<file path="src/rtl/hbx_pkg.sv">
// Shared types and helpers for the host-bridge outbound translator.
// Assumes a 32-bit data path with four byte lanes.
package hbx_pkg;
    localparam int DW = 32;
    localparam int NB = DW / 8;
    localparam int AW = 32;

    typedef enum logic [1:0] {
        CMD_MEM_RD = 2'd0,
        CMD_MEM_WR = 2'd1,
        CMD_CFG_RD = 2'd2,
        CMD_CFG_WR = 2'd3
    } hbx_cmd_e;

    typedef enum logic [1:0] {
        ST_OK        = 2'd0,
        ST_ABORT     = 2'd1,
        ST_REJECT    = 2'd2,
        ST_UNCLAIMED = 2'd3
    } hbx_stat_e;

    // Expand a byte-enable vector into a bit mask.
    function automatic logic [DW-1:0] hbx_lane_bits(input logic [NB-1:0] be);
        logic [DW-1:0] r;
        r = '0;
        for (int i = 0; i < NB; i++) r[8*i +: 8] = {8{be[i]}};
        return r;
    endfunction
endpackage

</file>
<file path="src/rtl/hbx_ctl_regs.sv">
// Control register and sticky abort flag.
// Assumes abort_evt is a single-cycle pulse from the sequencer.
module hbx_ctl_regs #(
    parameter int CTL_W = 3
) (
    input  logic             clk,
    input  logic             rst_n,
    input  logic             ctl_wr,
    input  logic [CTL_W-1:0] ctl_wdata,
    input  logic             abort_evt,
    input  logic             abort_clr,
    output logic [CTL_W-1:0] ctl_q,
    output logic             abort_flag
);
    // Control register: loaded on write strobe.
    always_ff @(posedge clk) begin
        if (!rst_n)      ctl_q <= '0;
        else if (ctl_wr) ctl_q <= ctl_wdata;
    end

    // Sticky abort flag: a new abort beats a clear in the same cycle.
    always_ff @(posedge clk) begin
        if (!rst_n)         abort_flag <= 1'b0;
        else if (abort_evt) abort_flag <= 1'b1;
        else if (abort_clr) abort_flag <= 1'b0;
    end

    assert_abort_sets_R7: assert property (@(posedge clk) disable iff (!rst_n)
        abort_evt |=> abort_flag);
    assert_abort_holds_R7: assert property (@(posedge clk) disable iff (!rst_n)
        abort_flag && !abort_clr |=> abort_flag);
    assert_abort_no_spurious_R7: assert property (@(posedge clk) disable iff (!rst_n)
        !abort_flag && !abort_evt |=> !abort_flag);
endmodule

</file>
<file path="src/rtl/hbx_decode.sv">
// Combinational request decoder: window claim, memory or configuration
// address formation, byte lanes and rejection of bad configuration targets.
// Assumes its inputs are only used in the cycle a request is accepted.
module hbx_decode
    import hbx_pkg::*;
#(
    parameter logic [1:0] WIN_TAG    = 2'b10,
    parameter int         DEV_LSB    = 11,
    parameter int         DEV_W      = 5,
    parameter int         FN_LSB     = 8,
    parameter int         FN_W       = 3,
    parameter int         SEL_BASE   = 13,
    parameter int         MAX_DEV    = 18,
    parameter int         CFG_SPAN_W = 20
) (
    input  logic [AW-1:0] addr,
    input  logic [1:0]    size,
    input  logic          we,
    input  logic [DW-1:0] wdata,
    input  logic          cfg_sel,
    input  logic [1:0]    hi_bits,
    output logic          claim,
    output logic          reject,
    output logic          rmw,
    output hbx_cmd_e      cmd,
    output logic [AW-1:0] xaddr,
    output logic [NB-1:0] bus_be,
    output logic [NB-1:0] lane_be,
    output logic [1:0]    lane,
    output logic [DW-1:0] wdata_lane
);
    localparam int SEL_SPACE = 64;
    localparam int REG_W     = FN_LSB - 2;

    logic [NB-1:0]        size_mask;
    logic [2*NB-1:0]      lane_wide;
    logic [DEV_W-1:0]     dev;
    logic [FN_W-1:0]      fn;
    logic [REG_W-1:0]     reg_dw;
    logic [SEL_SPACE-1:0] sel_wide;
    logic                 beyond;
    logic [AW-1:0]        cfg_addr;

    // Byte mask for the access width.
    always_comb begin
        case (size)
            2'd0:    size_mask = 4'b0001;
            2'd1:    size_mask = 4'b0011;
            default: size_mask = 4'b1111;
        endcase
    end

    // Lane placement of mask and write data.
    always_comb begin
        lane       = addr[1:0];
        lane_wide  = {{NB{1'b0}}, size_mask} << lane;
        lane_be    = lane_wide[NB-1:0];
        wdata_lane = wdata << {lane, 3'b000};
    end

    // Configuration address: one-hot select, function and dword index.
    always_comb begin
        dev      = addr[DEV_LSB +: DEV_W];
        fn       = addr[FN_LSB +: FN_W];
        reg_dw   = addr[FN_LSB-1:2];
        sel_wide = SEL_SPACE'(1) << (SEL_BASE + int'(dev));
        beyond   = |sel_wide[SEL_SPACE-1:CFG_SPAN_W];
        cfg_addr = sel_wide[AW-1:0] | (AW'(fn) << FN_LSB) | (AW'(reg_dw) << 2);
    end

    // Claim, reject, command and final bus fields.
    always_comb begin
        claim  = (addr[AW-1:AW-2] == WIN_TAG);
        reject = claim && cfg_sel && ((int'(dev) > MAX_DEV) || beyond);
        rmw    = cfg_sel && we && (lane_be != {NB{1'b1}});
        if (cfg_sel) cmd = (we && !rmw) ? CMD_CFG_WR : CMD_CFG_RD;
        else         cmd = we ? CMD_MEM_WR : CMD_MEM_RD;
        xaddr  = cfg_sel ? cfg_addr : {hi_bits, addr[AW-3:0]};
        bus_be = cfg_sel ? {NB{1'b1}} : lane_be;
    end
endmodule

</file>
<file path="src/rtl/hbx_seq.sv">
// Single-outstanding request sequencer. Latches a decoded request, runs
// one bus cycle (two for a read-modify-write), formats the response.
// Assumes the bus raises bus_done or bus_abort for one cycle per request.
module hbx_seq
    import hbx_pkg::*;
(
    input  logic          clk,
    input  logic          rst_n,
    input  logic          cpu_req,
    input  logic          cpu_we,
    input  logic          claim,
    input  logic          reject,
    input  logic          rmw,
    input  hbx_cmd_e      cmd,
    input  logic [AW-1:0] xaddr,
    input  logic [NB-1:0] dec_be,
    input  logic [NB-1:0] lane_be,
    input  logic [1:0]    lane,
    input  logic [DW-1:0] wdata_lane,
    input  logic          bus_done,
    input  logic          bus_abort,
    input  logic [DW-1:0] bus_rdata,
    output logic          cpu_ready,
    output logic          resp_valid,
    output hbx_stat_e     resp_status,
    output logic [DW-1:0] resp_rdata,
    output logic          bus_req,
    output hbx_cmd_e      bus_cmd,
    output logic [AW-1:0] bus_addr,
    output logic [NB-1:0] bus_be,
    output logic [DW-1:0] bus_wdata,
    output logic          abort_evt
);
    typedef enum logic [1:0] {S_IDLE, S_BUS, S_GAP, S_RESP} seq_st_e;

    seq_st_e       state;
    logic [NB-1:0] lane_be_q;
    logic [1:0]    lane_q;
    logic          we_q;
    logic          rmw_q;
    logic [DW-1:0] lane_bits;
    logic [DW-1:0] merged;
    logic [DW-1:0] extracted;

    // Merge and extraction of byte lanes against the returned dword.
    always_comb begin
        lane_bits = hbx_lane_bits(lane_be_q);
        merged    = (bus_rdata & ~lane_bits) | (bus_wdata & lane_bits);
        extracted = (bus_rdata >> {lane_q, 3'b000}) & hbx_lane_bits(lane_be_q >> lane_q);
    end

    // Handshake strobes derived from the state.
    always_comb begin
        cpu_ready  = (state == S_IDLE);
        resp_valid = (state == S_RESP);
        bus_req    = (state == S_BUS);
        abort_evt  = (state == S_BUS) && bus_abort;
    end

    // Request state machine and latched request/response fields.
    always_ff @(posedge clk) begin
        if (!rst_n) begin
            state       <= S_IDLE;
            bus_cmd     <= CMD_MEM_RD;
            bus_addr    <= '0;
            bus_be      <= '0;
            bus_wdata   <= '0;
            lane_be_q   <= '0;
            lane_q      <= '0;
            we_q        <= 1'b0;
            rmw_q       <= 1'b0;
            resp_status <= ST_OK;
            resp_rdata  <= '0;
        end else begin
            case (state)
                S_IDLE: if (cpu_req) begin
                    bus_cmd   <= cmd;
                    bus_addr  <= xaddr;
                    bus_be    <= dec_be;
                    bus_wdata <= wdata_lane;
                    lane_be_q <= lane_be;
                    lane_q    <= lane;
                    we_q      <= cpu_we;
                    rmw_q     <= rmw;
                    if (!claim) begin
                        resp_status <= ST_UNCLAIMED;
                        resp_rdata  <= '0;
                        state       <= S_RESP;
                    end else if (reject) begin
                        resp_status <= ST_REJECT;
                        resp_rdata  <= '1;
                        state       <= S_RESP;
                    end else begin
                        state <= S_BUS;
                    end
                end
                S_BUS: if (bus_abort) begin
                    resp_status <= ST_ABORT;
                    resp_rdata  <= we_q ? '0 : '1;
                    state       <= S_RESP;
                end else if (bus_done) begin
                    if (rmw_q) begin
                        bus_wdata <= merged;
                        bus_cmd   <= CMD_CFG_WR;
                        rmw_q     <= 1'b0;
                        state     <= S_GAP;
                    end else begin
                        resp_status <= ST_OK;
                        resp_rdata  <= we_q ? '0 : extracted;
                        state       <= S_RESP;
                    end
                end
                S_GAP:   state <= S_BUS;
                default: state <= S_IDLE;
            endcase
        end
    end

    assert_cfg_onehot_R4: assert property (@(posedge clk) disable iff (!rst_n)
        bus_req && (bus_cmd inside {CMD_CFG_RD, CMD_CFG_WR}) |->
            ($countones(bus_addr[AW-1:13]) == 1) && (bus_addr[1:0] == 2'b00));
    assert_cfg_limit_R5: assert property (@(posedge clk) disable iff (!rst_n)
        bus_req && (bus_cmd inside {CMD_CFG_RD, CMD_CFG_WR}) |-> (bus_addr[AW-1:20] == '0));
    assert_abort_all_ones_R6: assert property (@(posedge clk) disable iff (!rst_n)
        resp_valid && (resp_status == ST_ABORT) && !we_q |-> (resp_rdata == '1));
    assert_cfg_write_full_R8: assert property (@(posedge clk) disable iff (!rst_n)
        bus_req && (bus_cmd == CMD_CFG_WR) |-> (bus_be == {NB{1'b1}}));
    assert_req_hold_R9: assert property (@(posedge clk) disable iff (!rst_n)
        bus_req && !bus_done && !bus_abort |=>
            bus_req && $stable(bus_addr) && $stable(bus_cmd) && $stable(bus_wdata));
endmodule

</file>
<file path="src/rtl/hbx_bridge.sv">
// Top of the outbound translator: control registers, request decoder and
// sequencer. Assumes a single clock domain and one request at a time.
module hbx_bridge
    import hbx_pkg::*;
#(
    parameter int CTL_W   = 3,
    parameter int MAX_DEV = 18
) (
    input  logic             clk,
    input  logic             rst_n,
    input  logic             ctl_wr,
    input  logic [CTL_W-1:0] ctl_wdata,
    output logic [CTL_W-1:0] ctl_q,
    input  logic             abort_clr,
    output logic             abort_flag,
    input  logic             cpu_req,
    input  logic             cpu_we,
    input  logic [31:0]      cpu_addr,
    input  logic [1:0]       cpu_size,
    input  logic [31:0]      cpu_wdata,
    output logic             cpu_ready,
    output logic             resp_valid,
    output logic [1:0]       resp_status,
    output logic [31:0]      resp_rdata,
    output logic             bus_req,
    output logic [1:0]       bus_cmd,
    output logic [31:0]      bus_addr,
    output logic [3:0]       bus_be,
    output logic [31:0]      bus_wdata,
    input  logic             bus_done,
    input  logic             bus_abort,
    input  logic [31:0]      bus_rdata
);
    logic          abort_evt;
    logic          claim, reject, rmw;
    hbx_cmd_e      dec_cmd;
    hbx_cmd_e      seq_cmd;
    hbx_stat_e     seq_stat;
    logic [AW-1:0] xaddr;
    logic [NB-1:0] dec_be, lane_be;
    logic [1:0]    lane;
    logic [DW-1:0] wdata_lane;

    hbx_ctl_regs #(.CTL_W(CTL_W)) u_regs (
        .clk(clk), .rst_n(rst_n), .ctl_wr(ctl_wr), .ctl_wdata(ctl_wdata),
        .abort_evt(abort_evt), .abort_clr(abort_clr),
        .ctl_q(ctl_q), .abort_flag(abort_flag)
    );

    hbx_decode #(.MAX_DEV(MAX_DEV)) u_dec (
        .addr(cpu_addr), .size(cpu_size), .we(cpu_we), .wdata(cpu_wdata),
        .cfg_sel(ctl_q[0]), .hi_bits(ctl_q[2:1]),
        .claim(claim), .reject(reject), .rmw(rmw), .cmd(dec_cmd),
        .xaddr(xaddr), .bus_be(dec_be), .lane_be(lane_be), .lane(lane),
        .wdata_lane(wdata_lane)
    );

    hbx_seq u_seq (
        .clk(clk), .rst_n(rst_n), .cpu_req(cpu_req), .cpu_we(cpu_we),
        .claim(claim), .reject(reject), .rmw(rmw), .cmd(dec_cmd),
        .xaddr(xaddr), .dec_be(dec_be), .lane_be(lane_be), .lane(lane),
        .wdata_lane(wdata_lane), .bus_done(bus_done), .bus_abort(bus_abort),
        .bus_rdata(bus_rdata), .cpu_ready(cpu_ready), .resp_valid(resp_valid),
        .resp_status(seq_stat), .resp_rdata(resp_rdata), .bus_req(bus_req),
        .bus_cmd(seq_cmd), .bus_addr(bus_addr), .bus_be(bus_be),
        .bus_wdata(bus_wdata), .abort_evt(abort_evt)
    );

    // Enum outputs presented as plain vectors at the boundary.
    always_comb begin
        bus_cmd     = seq_cmd;
        resp_status = seq_stat;
    end
endmodule

</file>
<file path="config.mk">
export PLATFORM = sky130hd
export DESIGN_NAME = hbx_bridge
export DESIGN_NICKNAME = d
export VERILOG_FILES = /design/src/rtl/hbx_pkg.sv /design/src/rtl/hbx_ctl_regs.sv /design/src/rtl/hbx_decode.sv /design/src/rtl/hbx_seq.sv /design/src/rtl/hbx_bridge.sv
export SDC_FILE = /design/constraint.sdc
export NUM_CORES = 1
export LEC_CHECK = 0
export CAP_MARGIN = 20
export CORE_ASPECT_RATIO = 1.5
export CORE_MARGIN = 2
export CORE_UTILIZATION = 53
export CTS_CLUSTER_DIAMETER = 40
export CTS_CLUSTER_SIZE = 8
export DETAILED_ROUTE_END_ITERATION = 8
export DONT_BUFFER_PORTS = 1
export MAX_ROUTING_LAYER = met4
export PLACE_DENSITY = 0.79
export REMOVE_ABC_BUFFERS = 1
export SLEW_MARGIN = 5
export SYNTH_ARGS = -nofsm -noshare
export SYNTH_HDL_FRONTEND = slang
export SYNTH_SLANG_ARGS = --single-unit
</file>
<file path="constraint.sdc">
create_clock -name clk -period 3.1 [get_ports clk]
set_input_delay 0.31 -clock clk [delete_from_list [all_inputs] [get_ports clk]]
set_output_delay 0.31 -clock clk [all_outputs]
set_load 0.05 [all_outputs]
</file>
==> flow_summary.yaml, run 1 <==
grt:
  grt.overflow.total: 0
  grtUsageTotal: 0.320
  grt_pass1_wl_mm: 29.4
  grt_antenna_before_repair: 1
  grt_pass1_vias: 5421
  grt_max_degree: 60
layout:
  fillers: 948
  fin_cells: 796
  multi_input_area_mm2: 0.00322
  regArea_mm2: 0.00236
  fin_nets: 744
  mostFrequentLayoutCell: "dfxtp_1"
  drive_above_1_share: 0.168
  mostFrequentLayoutCells: "dfxtp_1 (117), nand2_1 (56), nor2_1 (48)"
  area_growth_pct: 9.48
critical_path:
  r2r.worst_path.cells: 6
  r2r-start: "u_seq.state[1]"
  critPathKind: "flip-flop to flip-flop"
  cp.required_ns: 3.41
  crit_start: "u_seq.state[1]"
  start_kind: "flip-flop"
  cp_max_fo: 16
  end_kind: "flip-flop"
  critPathArrivalTime_ns: 2.88
  rrSetupSlack_ns: 0.53
route:
  wl_mm: 19.1
  ant_nets: 0
  viasPerCell: 6.75
  vias: 5371
  drt_iter0_drc: 579
  drcViolationCount: 0
  routedWlPerCell_um: 24.0
  drt_pass1_iterations: 5
power:
  power_leakage_uw: 0.00235
  ir_drop_mv: 0.424
  pwr_density_cell_mw_per_mm2: 768
synthesis:
  ys_warn_count: 0
  synthXorXnorAreaFrac: 0
  synth_area_leader_cell: "dfxtp_1"
  async_reset_ff_frac: 0
  synth_seq_cells: 118
  synth.area.mux_share: 0.0845
  synthSimpleGateAreaFrac: 0.174
  synth_cells: 668
  ys.flop_type: "dfxtp_1"
  synth_fa_ha_area_frac: 0
  synth-edff-count: 0
  ys_seq_area_frac: 0.396
  syn_area_mm2: 0.00597
  synth_top_area_frac: 0.396
  synth_compound_area_frac: 0.280
  avgSynthCellArea_um2: 8.93
  synth.distinct_cells: 54
  synth_top_family_by_area: "compound AO/OA/AOI/OAI gates"
  synthTopCellsByArea: "dfxtp_1 (40%), a221oi_1 (5.1%), o221a_2 (5.1%)"
sta:
  hold_slack_ns: 0.0333
  tightest_slew_ns: 1.07
  finalCritPeriodShare: 0.828
  slew_violations: 0
  rsz0062_at_grt: "no"
  finalSetupViolations: 0
  min_period_ns: 2.57
  slew_headroom: 0.286
  hold_viol: 0
  skew_ns: 0.00759
  tns_ns: 0
  max_freq_mhz: 390
die:
  start_util: 0.543
  die_area_mm2: 0.0121
  core_mm2: 0.0110
  row_count: 47
  io_pins: 220
  die_h_um: 134
  die_w_um: 90.6
cts:
  clk_latency_ns: 0.41
  htreeDepth: 4
  postCtsHoldBufs: 0
  cts.path.max_buffers: 2
  cts_tree: "done"
  clock-sinks: 118
  cts_resized: 0
  cts-root-buf: "clkbuf_16"
  cts_setup_buffers: 0
  cts_buffers: 17
  clk_pin_slew_ns: 0.06
flow_run:
  drv_cap: 0
placed_design:
  gp_congestion: 0.954
  place_inst: 763
  io_buffers: 0
  hpwlAfterDp_mm: 14.1
hold_path:
  min_path_type: "input pin to flip-flop"
run_status:
  outcome: "finished, final reports clean"
power breakdown:
part | internal, uW | switching (uW) | total [uW]
combinational | 287 | 422 | 709
sequential | 1690 | 688 | 2370
clock | 1220 | 712 | 1930
total | 3190 | 1820 | 5020
worst min path at each step:
stage                    startpoint                  to  slack [ns]  cells past startpoint
finish                  cpu_addr[4]   u_seq.bus_addr[4]        0.03                      2
global route            cpu_addr[9]   u_seq.bus_addr[9]        0.03                      2
CTS                     cpu_addr[4]   u_seq.bus_addr[4]        0.02                      2
detailed placement  u_seq.lane_q[1]     u_seq.lane_q[1]        0.45                      2
global placement    u_seq.lane_q[1]     u_seq.lane_q[1]        0.44                      2
floorplan                     rst_n  u_seq.lane_be_q[2]        0.44                      1
critical path, stage by stage (launching register included):
cell      delay, ns
dfxtp_1        0.31
buf_4          0.20
nand2b_2       0.38
inv_2          0.20
nor2_1         0.84
a221oi_1       0.24
a211oi_1       0.28
metrics by stage:
stage,utilization,total power (uW),instance area (um^2),setup slack [ns]
2_1_floorplan,-,2890,5690,0.258
3_3_place_gp,0.541,3070,5950,0.783
3_5_place_dp,0.541,3100,5950,0.638
4_1_cts,0.594,5010,6530,0.623
5_1_grt,0.594,5170,6530,0.416
6_report,0.594,5020,6530,0.534
kinds of logic after synthesis:
logic type      after synthesis
flops                       118
simple gates                199
buf+inv                      91
compound gates              213
mux                          47
layer usage:
layer,wire [um],global-route usage
met5,0,-
met4,1050,0.197
met3,2090,0.112
met2,9350,0.525
met1,6590,0.328
cell type report:
cell class	count	share of cell area
clock inverter	12	0.0195
sequential	118	0.362
clock buffer	20	0.0699
inverter	30	0.0172
antenna	1	0.000383
tap	147	0.0282
timing repair buffer	9	0.0103
multi-input combinational	459	0.493
synthesized netlist by cell type, types with 2 or more instances:
master	instances
a2bb2oi_1	9
a211oi_1	28
inv_2	2
mux2i_1	29
nor3b_1	2
nand2_1	56
o21ai_0	23
buf_4	6
a221oi_1	35
mux2_2	17
buf_2	23
nor2_1	48
dfxtp_1	118
and2_1	2
a21oi_1	40
and3_1	11
nor3b_4	2
a222oi_1	8
nor2b_1	24
buf_1	4
a21oi_2	2
a31oi_1	9
nand4_1	2
inv_1	27
o211ai_1	12
nand3_1	4
a211oi_2	8
nor4_2	2
o221a_2	27
nor3_1	23
nand2b_1	5
clkbuf_1	28
nand3b_1	11
Note: power is estimated with default switching activity, not from simulation.
==> run 2, diff against run 1 <==
--- a/config.mk
+++ b/config.mk
@@ -5,6 +5,7 @@
 export SDC_FILE = /design/constraint.sdc
 export NUM_CORES = 1
 export LEC_CHECK = 0
+export ABC_AREA = 1
 export CAP_MARGIN = 20
 export CORE_ASPECT_RATIO = 1.5
 export CORE_MARGIN = 2
@@ -14,7 +15,7 @@
 export DETAILED_ROUTE_END_ITERATION = 8
 export DONT_BUFFER_PORTS = 1
 export MAX_ROUTING_LAYER = met4
-export PLACE_DENSITY = 0.79
+export PLACE_DENSITY = 0.82
 export REMOVE_ABC_BUFFERS = 1
 export SLEW_MARGIN = 5
 export SYNTH_ARGS = -nofsm -noshare
==> constraint.sdc (replaced) <==
create_clock -name clk -period 2.31 [get_ports clk]
set_input_delay 0.231 -clock clk [delete_from_list [all_inputs] [get_ports clk]]
set_output_delay 0.231 -clock clk [all_outputs]
set_load 0.05 [all_outputs]
==> flow_summary.yaml, run 2 <==
route:
  drt_pass1_iterations: 6
  vias: 6998
  routedWlPerCell_um: 17.4
  viasPerCell: 5.80
  wl_mm: 21.1
  drcViolationCount: 0
  drt_iter0_drc: 595
  ant_nets: 0
critical_path:
  slowest_stage: "dfxtp_1"
  critPathArrivalTime_ns: 2.36
  critPathKind: "flip-flop to flip-flop"
  cp_max_fo: 16
  crit_start: "u_seq.state[0]"
  critical-path-max-stage-delay_ns: 0.43
  cp.required_ns: 2.58
  start_kind: "flip-flop"
  r2r.worst_path.cells: 9
  r2r-start: "u_seq.state[0]"
  end_kind: "flip-flop"
  rrSetupSlack_ns: 0.22
  path_depth: 9
  crit_family: "compound AO/OA/AOI/OAI gates"
  crit_chain: "nor2_2, inv_1, nor2_1, nor2_1, nand2_1, nor2_1, o21ai_1, o21ai_0, a21oi_1"
  cp_common_cell: "nor2_1"
  cp_num_buf_inv: 1
die:
  die_h_um: 140
  die_w_um: 94.5
  start_util: 0.542
  io_pins: 220
  row_count: 49
  die_area_mm2: 0.0132
  core_mm2: 0.0120
power:
  power_leakage_uw: 0.00335
  ir_drop_mv: 0.559
  total_power_uw: 7670
  pwr_density_cell_mw_per_mm2: 1010
cts:
  postCtsHoldBufs: 35
  cts_resized: 0
  clk_latency_ns: 0.42
  cts_tree: "done"
  htreeDepth: 4
  clock-sinks: 118
  cts_setup_buffers: 0
  cts-root-buf: "clkbuf_16"
  cts.path.max_buffers: 2
  clk_pin_slew_ns: 0.06
  cts_buffers: 17
placed_design:
  hpwlAfterDp_mm: 14.8
  io_buffers: 0
  gp_congestion: 0.983
layout:
  fillers: 1136
  mostFrequentLayoutCells: "nand2_1 (286), a21oi_1 (133), dfxtp_1 (118)"
  mostFrequentLayoutCell: "nand2_1"
  area_growth_pct: 16.0
  regArea_mm2: 0.00236
  drive_above_1_share: 0.0588
  fin_nets: 1150
  insertedDiodeCount: 0
  multi_input_area_mm2: 0.00343
  postLayoutCoreUtil: 0.629
grt:
  grt_max_degree: 75
  grt_antenna_before_repair: 0
  busiest_layer: "met2"
  grtUsageTotal: 0.328
  grt.overflow.total: 0
  grt_pass1_wl_mm: 33.2
  groute.layer.met1.usage: 0.352
  grtUsageMet3: 0.0883
  grt_pass1_vias: 6772
  grt_util_met2: 0.552
hold_path:
  min_path_type: "input pin to flip-flop"
  hold_start: "cpu_addr[14]"
  holdPathStages: 3
flow_run:
  drv_cap: 0
synthesis:
  avgSynthCellArea_um2: 6.28
  synth.most_common_cell: "nand2_1"
  synth_compound_area_frac: 0.225
  ys_warn_count: 0
  synth_top_area_frac: 0.363
  synth-edff-count: 0
  synth_seq_cells: 118
  syn_area_mm2: 0.00652
  synth_cells: 1037
  synth_fa_ha_area_frac: 0
  synth_top_family_by_area: "simple AND/OR/NAND/NOR gates"
  synthXorXnorAreaFrac: 0.00134
  synthTopCellsByCount: "nand2_1 (286), a21oi_1 (133), dfxtp_1 (118)"
  ys_seq_area_frac: 0.363
  async_reset_ff_frac: 0
  ys.flop_type: "dfxtp_1"
  synth.distinct_cells: 36
  synth_area_leader_cell: "dfxtp_1"
  synth.area.mux_share: 0
  synthTopCellsByArea: "dfxtp_1 (36%), nand2_1 (16%), a21oi_1 (10%)"
  synthSimpleGateAreaFrac: 0.298
sta:
  min_period_ns: 2.09
  slew_headroom: 0.319
  hold_slack_ns: 0.0175
  finalSetupViolations: 0
  rsz0062_at_grt: "no"
  finalCritPeriodShare: 0.904
  hold_viol: 0
  slew_violations: 0
  tightest_slew_ns: 1.01
  max_freq_mhz: 479
  skew_ns: 0.00665
run_status:
  outcome: "finished, final reports clean"
==> run 2: cell types whose count changed after synthesis, sizes merged, moves of 19 or more <==
cell,previous run,this run
nand3,4,80
a21oi,42,134
o21ai,24,76
inv,29,107
a211oi,36,0
mux2i,29,0
o221a,27,0
nor2b,24,0
nand4,2,21
nor2,48,68
a221oi,35,2
nand2,56,287
==> run 2: how the worst min path moves through the flow <==
stage / to
finish: u_seq.bus_addr[18]
global route: u_seq.bus_addr[18]
CTS: u_regs.ctl_q[0]
detailed placement: u_seq.bus_addr[31]
global placement: u_seq.bus_addr[31]
floorplan: u_seq.bus_addr[16]
==> run 2: final cells by class <==
cell class | count | area share
timing repair buffer | 57 | 0.0738
multi-input combinational | 734 | 0.454
sequential | 118 | 0.313
inverter | 113 | 0.0561
clock inverter | 14 | 0.0199
clock buffer | 18 | 0.0581
tap | 153 | 0.0253
==> run 2: worst register-to-register path, cell delays in order (launching register included) <==
cell     delay [ns]
dfxtp_1        0.43
nor2_2         0.06
inv_1          0.05
nor2_1         0.04
nor2_1         0.17
nand2_1        0.09
nor2_1         0.29
o21ai_1        0.43
o21ai_0        0.31
a21oi_1        0.06
==> run 2: per-layer routing <==
metal  vias to the layer above  wire, um  share of wire
met2                       342     10700           0.51
met5                         -         0              0
li1                       3446         -              -
met3                        66      2140           0.10
met4                         0       795          0.038
met1                      3144      7430           0.35
==> run 2: kinds of logic after synthesis <==
group                  after synthesis
AO/OA/AOI/OAI                      265
flip-flops                         118
buffers and inverters              185
AND/OR/NAND/NOR                    468
XOR/XNOR                             1
==> run 2: report_power, final <==
part / internal (uW) / total [uW] / switching (uW)
Sequential: 2330 / 3480 / 1150
Combinational: 553 / 1550 / 995
Clock: 1620 / 2640 / 1020
==> run 2: through the flow <==
step / cell area (um^2) / TNS (ns) / cells / worst slack, ns
finish: 7560 / 0 / 1207 / 0.222
global route: 7560 / 0 / 1207 / 0.0199
CTS: 7550 / 0 / 1206 / 0.228
detailed placement: 6590 / 0 / 1139 / 0.258
global placement: 6590 / 0 / 1139 / 0.367
floorplan: 6200 / -61.27 / 965 / -1.32
==> run 3, diff against run 2 <==
--- a/config.mk
+++ b/config.mk
@@ -7,7 +7,6 @@
 export LEC_CHECK = 0
 export ABC_AREA = 1
 export CAP_MARGIN = 20
-export CORE_ASPECT_RATIO = 1.5
 export CORE_MARGIN = 2
 export CORE_UTILIZATION = 53
 export CTS_CLUSTER_DIAMETER = 40
==> flow_summary.yaml, run 3 (synthesized netlist as in run 2, its figures left out) <==
layout:
  regArea_mm2: 0.00236
  fin_nets: 1153
  drive_above_1_share: 0.0605
  mostFrequentLayoutCells: "nand2_1 (286), a21oi_1 (133), dfxtp_1 (118)"
  postLayoutCoreUtil: 0.631
  multi_input_area_mm2: 0.00343
  fillers: 1119
  insertedDiodeCount: 0
  area_growth_pct: 16.2
  mostFrequentLayoutCell: "nand2_1"
placed_design:
  gp_congestion: 0.954
  place_ws_ns: 0.317
  io_buffers: 0
  hpwlAfterDp_mm: 14.5
sta:
  timing.final.ws_setup_ns: 0.235
  hold_slack_ns: 0.0149
  skew_ns: 0.00839
  max_freq_mhz: 482
  hold_viol: 0
  slew_headroom: 0.278
  rsz0062_at_grt: "no"
  slew_violations: 0
  finalCritPeriodShare: 0.898
  min_period_ns: 2.07
  tightest_slew_ns: 1.08
  finalSetupViolations: 0
critical_path:
  r2r-start: "u_seq.state[0]"
  crit_chain: "nand2_1, buf_4, nor2_1, a21oi_1, nand3_1, nand2_1, nor2_1"
  cp.required_ns: 2.67
  critical-path-max-stage-delay_ns: 0.81
  path_depth: 7
  cp_max_fo: 16
  end_kind: "flip-flop"
  cp_num_buf_inv: 1
  slowest_stage: "nor2_1"
  crit_family: "simple AND/OR/NAND/NOR gates"
  r2r.worst_path.cells: 7
  crit_start: "u_seq.state[0]"
  r2r_end: "u_seq.resp_rdata[5]"
  start_kind: "flip-flop"
  crit_path_end: "u_seq.resp_rdata[5]"
  rrSetupSlack_ns: 0.24
  critPathArrivalTime_ns: 2.43
  critPathKind: "flip-flop to flip-flop"
grt:
  grt_antenna_before_repair: 0
  grt_pass1_vias: 6473
  grtUsageTotal: 0.333
  grt_pass1_wl_mm: 33.1
  grt.overflow.total: 0
  grt_max_degree: 75
die:
  die_area_mm2: 0.0132
  io_pins: 220
  core_mm2: 0.0120
  start_util: 0.543
  die_w_um: 115
  row_count: 40
  die_h_um: 115
cts:
  cts.path.max_buffers: 2
  htreeDepth: 4
  clk_pin_slew_ns: 0.06
  cts_buffers: 17
  clock-sinks: 118
  clk_latency_ns: 0.43
  cts_tree: "done"
  cts-root-buf: "clkbuf_16"
  cts_setup_buffers: 0
power:
  power_leakage_uw: 0.00335
  pwr_density_cell_mw_per_mm2: 1010
  ir_drop_mv: 0.584
hold_path:
  min_path_type: "input pin to flip-flop"
  holdPathStages: 3
route:
  ant_nets: 0
  viasPerCell: 5.90
  vias: 7108
  drt_pass1_iterations: 6
  routedWlPerCell_um: 17.7
  wl_mm: 21.3
  drcViolationCount: 0
  drt_iter0_drc: 709
run_status:
  outcome: "finished, final reports clean"
flow_run:
  drv_cap: 0
[run 3: cell types whose count changed in the layout (fill, tap and decap cells not counted), sizes merged]
cell and delta:
inv -2, bufinv -1, dlygate4sd3 +1, clkbuf +2, buf +2, clkinvlp +1
[run 3: routing by layer]
metal / GRT usage / part of all wire / up-vias
li1: - / - / 3455
met1: 0.390 / 0.39 / 3173
met2: 0.521 / 0.46 / 408
met3: 0.104 / 0.11 / 72
met4: 0.155 / 0.042 / 0
met5: - / 0 / -
[run 3: worst min path at each step]
stage	from	endpoint	slack, ns
floorplan	rst_n	u_seq.bus_addr[16]	0.33
global placement	rst_n	u_seq.bus_addr[30]	0.35
detailed placement	rst_n	u_seq.bus_addr[31]	0.36
CTS	ctl_wr	u_regs.ctl_q[1]	0.005
global route	bus_abort	u_seq.state[0]	0.02
finish	cpu_addr[14]	u_seq.bus_addr[17]	0.01
[run 3: what timing repair did]
item / CTS / global route
hold buffers: 36 / 0
endpoints found under the hold margin: 105 / 0
resized for setup: 0 / 0
[run 3: metrics by stage]
| stage | total power, uW | std cells | TNS, ns | cell area, um^2 |
|---|---|---|---|---|
| 2_1_floorplan | 4530 | 965 | -61.27 | 6200 |
| 3_3_place_gp | 4950 | 1136 | 0 | 6610 |
| 3_5_place_dp | 4980 | 1136 | 0 | 6610 |
| 4_1_cts | 7630 | 1204 | 0 | 7570 |
| 5_1_grt | 7970 | 1204 | 0 | 7570 |
| 6_report | 7640 | 1204 | 0 | 7570 |
[run 3: power by group]
part | internal [uW] | switching, uW | leakage [uW] | total, uW
sequential | 2330 | 1150 | 0.000972 | 3480
clock | 1580 | 1020 | 0.000275 | 2600
combinational | 563 | 1000 | 0.00210 | 1560
total | 4470 | 3170 | 0.00335 | 7640
[run 3: worst register-to-register path, cell delays in order (launching register included)]
cell and delay, ns:
dfxtp_1 0.44, nand2_1 0.10, buf_4 0.17, nor2_1 0.81, a21oi_1 0.20, nand3_1 0.13, nand2_1 0.05, nor2_1 0.10
[run 3: cell type report]
type / count / area share
clock buffers: 20 / 0.0616
multi-input cells: 734 / 0.453
clock inverters: 12 / 0.0160
repair buffers: 60 / 0.0770
well taps: 147 / 0.0243
flip-flops and latches: 118 / 0.312
inverters: 113 / 0.0560
